--- config.mk ---
export PLATFORM = sky130hd
export DESIGN_NAME = outport_pulse
export DESIGN_NICKNAME = d
export VERILOG_FILES = /design/src/rtl/outport_pkg.sv /design/src/rtl/op_cmd_decode.sv /design/src/rtl/op_pulse_timer.sv /design/src/rtl/op_port_reg.sv /design/src/rtl/outport_pulse.sv
export SDC_FILE = /design/constraint.sdc
export NUM_CORES = 1
export LEC_CHECK = 0
export ABC_CLOCK_PERIOD_IN_PS = 1900
export BUFFER_PORTS_ARGS = -buffer_cell sky130_fd_sc_hd__buf_2
export CAP_MARGIN = 5
export CORE_UTILIZATION = 50
export CTS_CLUSTER_SIZE = 12
export DETAILED_ROUTE_END_ITERATION = 10
export PLACE_DENSITY = 0.8
export SLEW_MARGIN = 20
export SYNTH_ARGS = -nofsm -noshare
export SYNTH_HDL_FRONTEND = slang
export SYNTH_SLANG_ARGS = --single-unit
--- constraint.sdc ---
create_clock -name clk_i -period 1.9 [get_ports clk_i]
set_input_delay 0.19 -clock clk_i [delete_from_list [all_inputs] [get_ports clk_i]]
set_output_delay 0.19 -clock clk_i [all_outputs]
set_load 0.03 [all_outputs]
--- src/rtl/outport_pkg.sv ---
package outport_pkg;
    localparam int PORT_W  = 8;
    localparam int PULSE_W = 4;

    localparam logic [7:0] CMD_PORT_READ  = 8'hD0;
    localparam logic [7:0] CMD_PORT_WRITE = 8'hD1;
    localparam logic [3:0] CMD_PULSE_TAG  = 4'hF;

    typedef struct packed {
        logic               any_cmd;
        logic               rd;
        logic               wr_arm;
        logic               pulse;
        logic [PULSE_W-1:0] sel;
    } port_req_t;
endpackage

--- src/rtl/op_cmd_decode.sv ---
module op_cmd_decode
    import outport_pkg::*;
(
    input  logic       cmd_valid_i,
    input  logic [7:0] cmd_byte_i,
    output port_req_t  req_o
);
    logic [PULSE_W-1:0] sel_w;

    always_comb begin
        // zero in the command selects the bit
        sel_w          = ~cmd_byte_i[PULSE_W-1:0];
        req_o          = '0;
        req_o.any_cmd  = cmd_valid_i;
        req_o.rd       = cmd_valid_i && (cmd_byte_i == CMD_PORT_READ);
        req_o.wr_arm   = cmd_valid_i && (cmd_byte_i == CMD_PORT_WRITE);
        req_o.pulse    = cmd_valid_i && (cmd_byte_i[7:4] == CMD_PULSE_TAG) && (sel_w != '0);
        req_o.sel      = sel_w;
    end

    always_comb begin
        assert (!(req_o.rd && req_o.wr_arm)) else $error("p_one_request_r3");
    end
endmodule

--- src/rtl/op_pulse_timer.sv ---
module op_pulse_timer
    import outport_pkg::*;
#(
    parameter int PULSE_CYC = 750
) (
    input  logic               clk_i,
    input  logic               rst_ni,
    input  logic               start_i,
    input  logic [PULSE_W-1:0] sel_i,
    output logic               busy_o,
    output logic [PULSE_W-1:0] mask_o
);
    localparam int CNT_W = (PULSE_CYC > 1) ? $clog2(PULSE_CYC) : 1;
    localparam logic [CNT_W-1:0] CNT_LOAD = CNT_W'(PULSE_CYC - 1);

    typedef struct packed {
        logic               busy;
        logic [CNT_W-1:0]   cnt;
        logic [PULSE_W-1:0] mask;
    } tmr_t;

    tmr_t s_d, s_q;

    always_comb begin
        s_d = s_q;
        if (s_q.busy) begin
            if (s_q.cnt == '0) begin
                s_d.busy = 1'b0;
                s_d.mask = '0;
            end else begin
                s_d.cnt = s_q.cnt - 1'b1;
            end
        end else if (start_i) begin
            s_d.busy = 1'b1;
            s_d.cnt  = CNT_LOAD;
            s_d.mask = sel_i;
        end
    end

    always_ff @(posedge clk_i or negedge rst_ni) begin
        if (!rst_ni) s_q <= '0;
        else         s_q <= s_d;
    end

    assign busy_o = s_q.busy;
    assign mask_o = s_q.mask;

    p_busy_has_mask_r6: assert property (@(posedge clk_i) disable iff (!rst_ni)
        s_q.busy |-> (s_q.mask != '0));
    p_count_range_r5: assert property (@(posedge clk_i) disable iff (!rst_ni)
        s_q.busy |-> (32'(s_q.cnt) < PULSE_CYC));
    p_start_full_r5: assert property (@(posedge clk_i) disable iff (!rst_ni)
        $rose(s_q.busy) |-> (s_q.cnt == CNT_LOAD));
    p_no_restart_r7: assert property (@(posedge clk_i) disable iff (!rst_ni)
        (s_q.busy && s_q.cnt != '0) |=> (s_q.busy && $stable(s_q.mask)));
endmodule

--- src/rtl/op_port_reg.sv ---
module op_port_reg
    import outport_pkg::*;
#(
    parameter logic [PORT_W-1:0] PORT_RST = 8'h03
) (
    input  logic              clk_i,
    input  logic              rst_ni,
    input  port_req_t         req_i,
    input  logic              busy_i,
    input  logic              data_valid_i,
    input  logic [PORT_W-1:0] data_byte_i,
    output logic [PORT_W-1:0] port_q_o,
    output logic              rd_valid_o,
    output logic [PORT_W-1:0] rd_data_o
);
    typedef struct packed {
        logic [PORT_W-1:0] port;
        logic              armed;
        logic              rd_valid;
        logic [PORT_W-1:0] rd_data;
    } preg_t;

    preg_t s_d, s_q;

    always_comb begin
        s_d          = s_q;
        s_d.rd_valid = 1'b0;
        if (req_i.any_cmd) begin
            // a fresh command always replaces a pending argument wait
            s_d.armed = req_i.wr_arm && !busy_i;
        end else if (data_valid_i && s_q.armed) begin
            s_d.port  = data_byte_i;
            s_d.armed = 1'b0;
        end
        if (req_i.rd) begin
            s_d.rd_valid = 1'b1;
            s_d.rd_data  = s_q.port;
        end
    end

    always_ff @(posedge clk_i or negedge rst_ni) begin
        if (!rst_ni) begin
            s_q.port     <= PORT_RST;
            s_q.armed    <= 1'b0;
            s_q.rd_valid <= 1'b0;
            s_q.rd_data  <= '0;
        end else begin
            s_q <= s_d;
        end
    end

    assign port_q_o   = s_q.port;
    assign rd_valid_o = s_q.rd_valid;
    assign rd_data_o  = s_q.rd_data;

    p_port_frozen_busy_r7: assert property (@(posedge clk_i) disable iff (!rst_ni)
        busy_i |=> $stable(s_q.port));
    p_never_armed_busy_r7: assert property (@(posedge clk_i) disable iff (!rst_ni)
        busy_i |=> !s_q.armed);
    p_load_needs_arm_r2: assert property (@(posedge clk_i) disable iff (!rst_ni)
        !s_q.armed |=> $stable(s_q.port));
endmodule

--- src/rtl/outport_pulse.sv ---
module outport_pulse
    import outport_pkg::*;
#(
    parameter longint CLK_HZ   = 125_000_000,
    parameter int     PULSE_US = 6,
    parameter logic [7:0] PORT_RST = 8'h03
) (
    input  logic       clk_i,
    input  logic       rst_ni,
    input  logic       cmd_valid_i,
    input  logic [7:0] cmd_byte_i,
    input  logic       data_valid_i,
    input  logic [7:0] data_byte_i,
    output logic       rd_valid_o,
    output logic [7:0] rd_data_o,
    output logic [7:0] port_o,
    output logic       sys_reset_no,
    output logic       a20_gate_o,
    output logic       busy_o
);
    localparam int PULSE_CYC = int'((CLK_HZ / 64'd1_000_000) * longint'(PULSE_US));

    port_req_t          req_w;
    logic               busy_w;
    logic [PULSE_W-1:0] mask_w;
    logic [PORT_W-1:0]  port_q_w;
    logic [PORT_W-1:0]  drive_mask_w;

    op_cmd_decode u_dec (
        .cmd_valid_i (cmd_valid_i),
        .cmd_byte_i  (cmd_byte_i),
        .req_o       (req_w)
    );

    op_pulse_timer #(.PULSE_CYC(PULSE_CYC)) u_tmr (
        .clk_i   (clk_i),
        .rst_ni  (rst_ni),
        .start_i (req_w.pulse),
        .sel_i   (req_w.sel),
        .busy_o  (busy_w),
        .mask_o  (mask_w)
    );

    op_port_reg #(.PORT_RST(PORT_RST)) u_preg (
        .clk_i        (clk_i),
        .rst_ni       (rst_ni),
        .req_i        (req_w),
        .busy_i       (busy_w),
        .data_valid_i (data_valid_i),
        .data_byte_i  (data_byte_i),
        .port_q_o     (port_q_w),
        .rd_valid_o   (rd_valid_o),
        .rd_data_o    (rd_data_o)
    );

    always_comb begin
        drive_mask_w = '0;
        drive_mask_w[PULSE_W-1:0] = busy_w ? mask_w : '0;
        port_o       = port_q_w & ~drive_mask_w;
        sys_reset_no = port_o[0];
        a20_gate_o   = port_o[1];
        busy_o       = busy_w;
    end

    p_upper_untouched_r4: assert property (@(posedge clk_i) disable iff (!rst_ni)
        port_o[PORT_W-1:PULSE_W] == port_q_w[PORT_W-1:PULSE_W]);
    p_idle_drives_stored_r5: assert property (@(posedge clk_i) disable iff (!rst_ni)
        !busy_o |-> (port_o == port_q_w));
    p_read_follows_cmd_r3: assert property (@(posedge clk_i) disable iff (!rst_ni)
        rd_valid_o |-> $past(cmd_valid_i && cmd_byte_i == CMD_PORT_READ));
endmodule

# Yosys cells after proc, flatten, opt, wreduce, memory -nomap -nowiden
# Cells that the tools add are included.
totals:
  ff_bits: 33
  inputBits: 20
  output_inout_bits: 20
op_classes:
  n_addsub: 1
  eq_ne: 5
  n_mux: 9
  bitwise_logic: 4
  n_reduce_logical: 14
ops:
  columns: ["cell", "n"]
  rows:
  - ["$mux 15", 2]
  - ["$eq 8x8->1 const B", 2]
  - ["$logic_not 10->1", 1]
  - ["$mux 10", 1]
  - ["$sub 10x1->10 const B", 1]
  - ["$mux 9", 1]
  - ["$and 8x8->8", 1]
  - ["$mux 4", 2]
  - ["$not 4->8", 1]
  - ["$logic_and 1x1->1", 6]
  - ["$reduce_and 2->1", 3]
  - ["$eq 4x4->1 const B", 1]
  - ["$ne 2x2->1 const B", 2]
  - ["$not 4->4", 1]
  - ["$reduce_bool 2->1", 2]
  - ["$reduce_bool 4->1", 1]
  - ["$mux 1", 3]
  - ["$logic_not 1->1", 1]
  - ["$not 1->1", 1]

# Depth between registers and ports, before layout
depth:
  word_depth: 5
  mapped_depth: 6
  mapped_depth_nobuf: 6

# Hierarchy
# From an unflattened synthesis, not the netlist that was laid out.
hier_totals:
  cells_unflattened: 162
  hier_area_um2: 1793.0
modules_own_cells:
  columns: ["module", "n_inst", "cells_each", "area_per_inst_um2"]
  rows:
  - ["op_pulse_timer", 1, 90, 880.8]
  - ["op_port_reg", 1, 55, 799.5]
  - ["op_cmd_decode", 1, 11, 67.6]
  - ["outport_pulse", 1, 6, 45.0]

# Least setup slack after synthesis
# No wires, ideal clock.
synth_timing:
  kind: "register -> output"
  startpoint: "reg u_tmr.s_q, in the netlist u_tmr.busy_o"
  endpoint: "out port_o[0]"
  arrival_time_ns: 1.790
  t_required_ns: 1.710
  setup_slack_ns: -0.080
  path_stages_with_launch: 4
  n_path_buf: 2
  path_cell_list: "dfrtp_1 > buf_2 > a21boi_0 > buf_4"
synth_via:
  elab_chain_len: 3
synth_lines:
  columns: ["item", "line_no", "text"]
  rows:
  - ["start: declaration", "op_pulse_timer.sv:22", "tmr_t s_d, s_q;"]
  - ["start signal: assignment", "op_pulse_timer.sv:41", "if (!rst_ni) s_q <= '0;"]
  - ["start signal: assignment", "op_pulse_timer.sv:42", "else s_q <= s_d;"]
  - ["$mux 4", "outport_pulse.sv:58", "drive_mask_w[PULSE_W-1:0] = busy_w ? mask_w : '0;"]
  - ["$not 4->8", "outport_pulse.sv:59", "port_o = port_q_w & ~drive_mask_w;"]
  - ["$and 8x8->8", "outport_pulse.sv:59", null]
  - ["end: declaration", "outport_pulse.sv:16", "output logic [7:0] port_o,"]
# No other way between the ends.

# Worst setup path in the final report
layout_timing:
  startpoint: "reg u_tmr.s_q, in the netlist u_tmr.busy_o"
  endpoint: "reg u_tmr.s_q[11] in the netlist's numbering"
layout_via:
  elab_chain_len: 2
layout_lines:
  columns: ["item"]
  rows:
  - ["$ne 2x2->1 (no source line) / $reduce_bool 2->1 (equally long branches)"]
  - ["$reduce_and 2->1 (no source line)"]
# Several ways; a longest one is shown, not always the timed one.
# A chain may end at the register's enable or synchronous reset.

==> summary.md <==
| Metric | Value |
|---|---|
| RSZ-0062 raised after global routing | false |
| Area leader, netlist | dfrtp_1 |
| Async SR Flop Fraction | 100% |
| Max-Cap Viols | 0 |
| Largest net degree at the start of global routing | 34 |
| Post-Syn Nets | 158 |
| GRT Overall Usage | 18.6% |
| Worst-skew pair later-pin latency | 0.33 ns |
| Measured slew at the worst slew-check pin | 0.744 ns |
| Switching pwr | 0.257 mW |
| Ant. Diodes | 0 |
| Number of fill cells | 284 |
| Dpl hpwl | 2210 um |
| Via count | 1157 |
| Critical Path Fanout Max | 8 |
| Nets | 191 |
| Pwr dens | 672 mW/mm^2 |
| Post-synthesis cell count | 137 |
| Relative slew slack | 49.7% |
| Top post-synthesis cells by area | dfrtp_1 46%, mux2_4 7.2%, buf_4 6.3% |
| Startpoint Class | register |
| Residual DRC | 0 |
| CTS root buf | clkbuf_4 |
| CP endpoint kind | register |
| Fin. Hold Viols | 0 |
| Worst Hold Class | in2reg |
| Pins Over Slew Limit | 0 |
| Critical path class | reg2reg |
| DR vias/cell | 5.38 |
| Mean Syn Cell Area | 12.2 sq um |
| Min Hold Slack | 0.0447 ns |
| Longest Clk Path Bufs | 2 |
| Commonest non-fill, non-tap cell in the layout | buf_2 |
| Worst slack, placed | 0.0264 ns |
| Fmax | 0.557 GHz |
| Mapped cell area | 0.00167 sq mm |
| Yosys cell types | 47 |
| EDFF count, synth | 0 |
| Routed Antenna Nets | 0 |
| Combinational fraction of design power | 3.7% |
| Sink Count | 33 |
| Worst endpoint required time | 2.11 ns |
| Leakage power | 0.971 nW |
| CP top delay family | simple AND/OR/NAND/NOR gates |
| Die Span Y | 59.9 um |
| Power Internal | 1.04 mW |
| Clock Power Share | 41.7% |
| Mux contribution to synthesized area | 12.6% |
| Worst Path Arrival | 2.01 ns |
| CTS tree | done |
| CP peak stage delay | 0.63 ns |
| Layout cell share with drive strength beyond 1 | 45.6% |
| Num CTS Buffers | 5 |
| Buf/Inv on CP | 1 |
| Setup TNS | 0 ns |
| XOR/XNOR Fraction of Synth Area | 1.57% |
| Period utilisation layout | 94.6% |
| Final Setup Violations | 0 |
| WL per Instance | 14.2 um |
| Post-Synth Adder-Cell Area | 0.747% |
| Dominant synthesized flop cell | dfrtp_1 |
| Commonest non-fill, non-tap cells in the layout | 39 x buf_2, 31 x dfrtp_1, 8 x mux2_4, 8 x mux2_2, 7 x nand2_1 |
| Synth Area in Simple Gates | 18.1% |
| Cells after DPL | 206 |
| Port bufs | 39 |
| Fin Clk Skew | 0.0118 ns |
| Minimum clock period | 1.80 ns |
| Cell row count | 20 |
| IO Count | 40 |
| Iteration count of the initial detailed-routing pass | 4 |
| Core area | 0.00310 sq mm |
| Peak VDD IR | 0.000457 V |
| Die X | 59.9 um |
| Routed WL | 3060 um |
| Slowest cell on the critical path | nor4b_1 |
| Gpl congestion | 0.840 |
| Worst path cell trace | buf_4, nor4b_1, and4_1, o21ai_1 |
| Yosys reg bits | 33 |
| Initial antenna violation count | 0 |
| YS warnings | 0 |
| Global route overflow | 0 |
| Reg clk slew, reported paths | 0.10 ns |
| Global-route wire length before repair | 4790 um |
| Largest family of logic cells by synthesized area | simple AND/OR/NAND/NOR gates |
| Outcome | complete, no violations |
| Tot Pwr | 1.30 mW |
| Sw Ratio | 19.8% |
| Initial DRC count | 41 |
| Setup ws final | 0.103 ns |
| Sequential share of power | 54.6% |
| Compound-Gate Fraction of Synth Area | 9.87% |
| Yosys top cell area share | 46.3% |
| Sequential area share after synthesis | 49.5% |
| Vias in the first global route | 1063 |
| H-tree levels | 2 |
| Starting Density | 54.0% |
| Final Non-Filler Cells | 215 |
| Area grow syn2layout | 15.3% |
| Reg2Reg Setup Slack | 0.10 ns |
| Full die area | 0.00358 sq mm |
==> worst paths after layout <==
path	startpoint	endpoint	depth (start not counted)
max reg2reg	u_tmr.busy_o	u_tmr.s_q[11]	4
max in group asynchronous	rst_ni	u_tmr.s_q[11]	2
min	cmd_byte_i[3]	u_tmr.mask_o[3]	2
min reg2reg	u_tmr.mask_o[0]	u_tmr.mask_o[0]	1
min in group asynchronous	rst_ni	u_tmr.mask_o[3]	2
max	u_tmr.busy_o	u_tmr.s_q[11]	4
==> cells by family (layout without fill, tap and decap cells) <==
family                   after synthesis  in the layout
XOR/XNOR                               3              3
AND/OR/NAND/NOR                       42             42
multiplexers                          16             16
buffers and inverters                 20             54
flip-flops                            33             33
adder cells (fa/ha/maj)                1              1
AO/OA/AOI/OAI                         22             22
==> layer usage <==
| layer | up-vias | routed length [um] | part of all wire [%] | global-route usage, % |
|---|---|---|---|---|
| li1 | 552 | - | - | - |
| met1 | 566 | 1420 | 46 | 23.5 |
| met2 | 35 | 1440 | 47 | 29.4 |
| met3 | 4 | 173 | 5.7 | 6.49 |
| met4 | 0 | 25 | 0.82 | 6.98 |
| met5 | - | 0 | 0 | 0 |
==> power groups by stage <==
stage / Clock (mW) / Sequential (mW) / Combinational (mW)
finish: 0.541 / 0.708 / 0.0484
global route: 0.581 / 0.709 / 0.0549
CTS: 0.556 / 0.708 / 0.0498
detailed placement: 0 / 0.721 / 0.0481
global placement: 0 / 0.721 / 0.0472
floorplan: 0 / 0.721 / 0.00954
==> area by class of cell <==
class	instances	area (sq um)	area share (%)
inverter	4	15.0	0.778
clock buffer	7	55.1	2.85
multi-input combinational	84	727	37.7
sequential	33	828	42.9
clock inverter	1	30.0	1.56
timing repair buffer	42	220	11.4
tap	44	55.1	2.85
==> stage by stage <==
step | util [%] | instance area, sq um
4_1_cts | 61.9 | 1920
3_5_place_dp | 58.8 | 1830
6_report | 62.2 | 1930
2_1_floorplan | - | 1670
3_3_place_gp | 58.8 | 1830
5_1_grt | 62.2 | 1930
==> worst register-to-register path: cells and delay by family (launching register included) <==
kind,cells,cell delay (ns)
and+or+nand+nor,2,0.93
buffers and inverters,1,0.22
DFF,1,0.48
AOI/OAI and AO/OA,1,0.06
==> registers in the layout, indices dropped and copies added, names as in the netlist <==
name,flops
u_tmr.busy_o,1
u_tmr.mask_o,4
u_preg.rd_data_o,8
u_tmr.s_q,10
u_preg.port_q_o,8
u_preg.rd_valid_o,1
u_preg.s_q,1
==> synth_stat cells (2+ instances only) <==
library cell	number
mux2_4	8
and4_1	2
mux2_2	8
a21boi_0	4
or3_1	2
xnor2_1	2
nor2_1	4
o2bb2ai_1	4
a31oi_1	2
buf_4	14
a21oi_1	3
o21ai_0	3
nand4b_1	2
dfrtp_1	31
dfstp_2	2
nand2_1	7
nand3_1	5
inv_1	4
or4_4	2
==> what timing repair did <==
item,4_1_cts,5_1_grt
gates resized for setup,0,3
hold buffers,1,0
endpoints found under the setup margin,0,4
setup buffers,0,0
hold endpoints to repair,31,0
(Power assumes the default switching activity.)
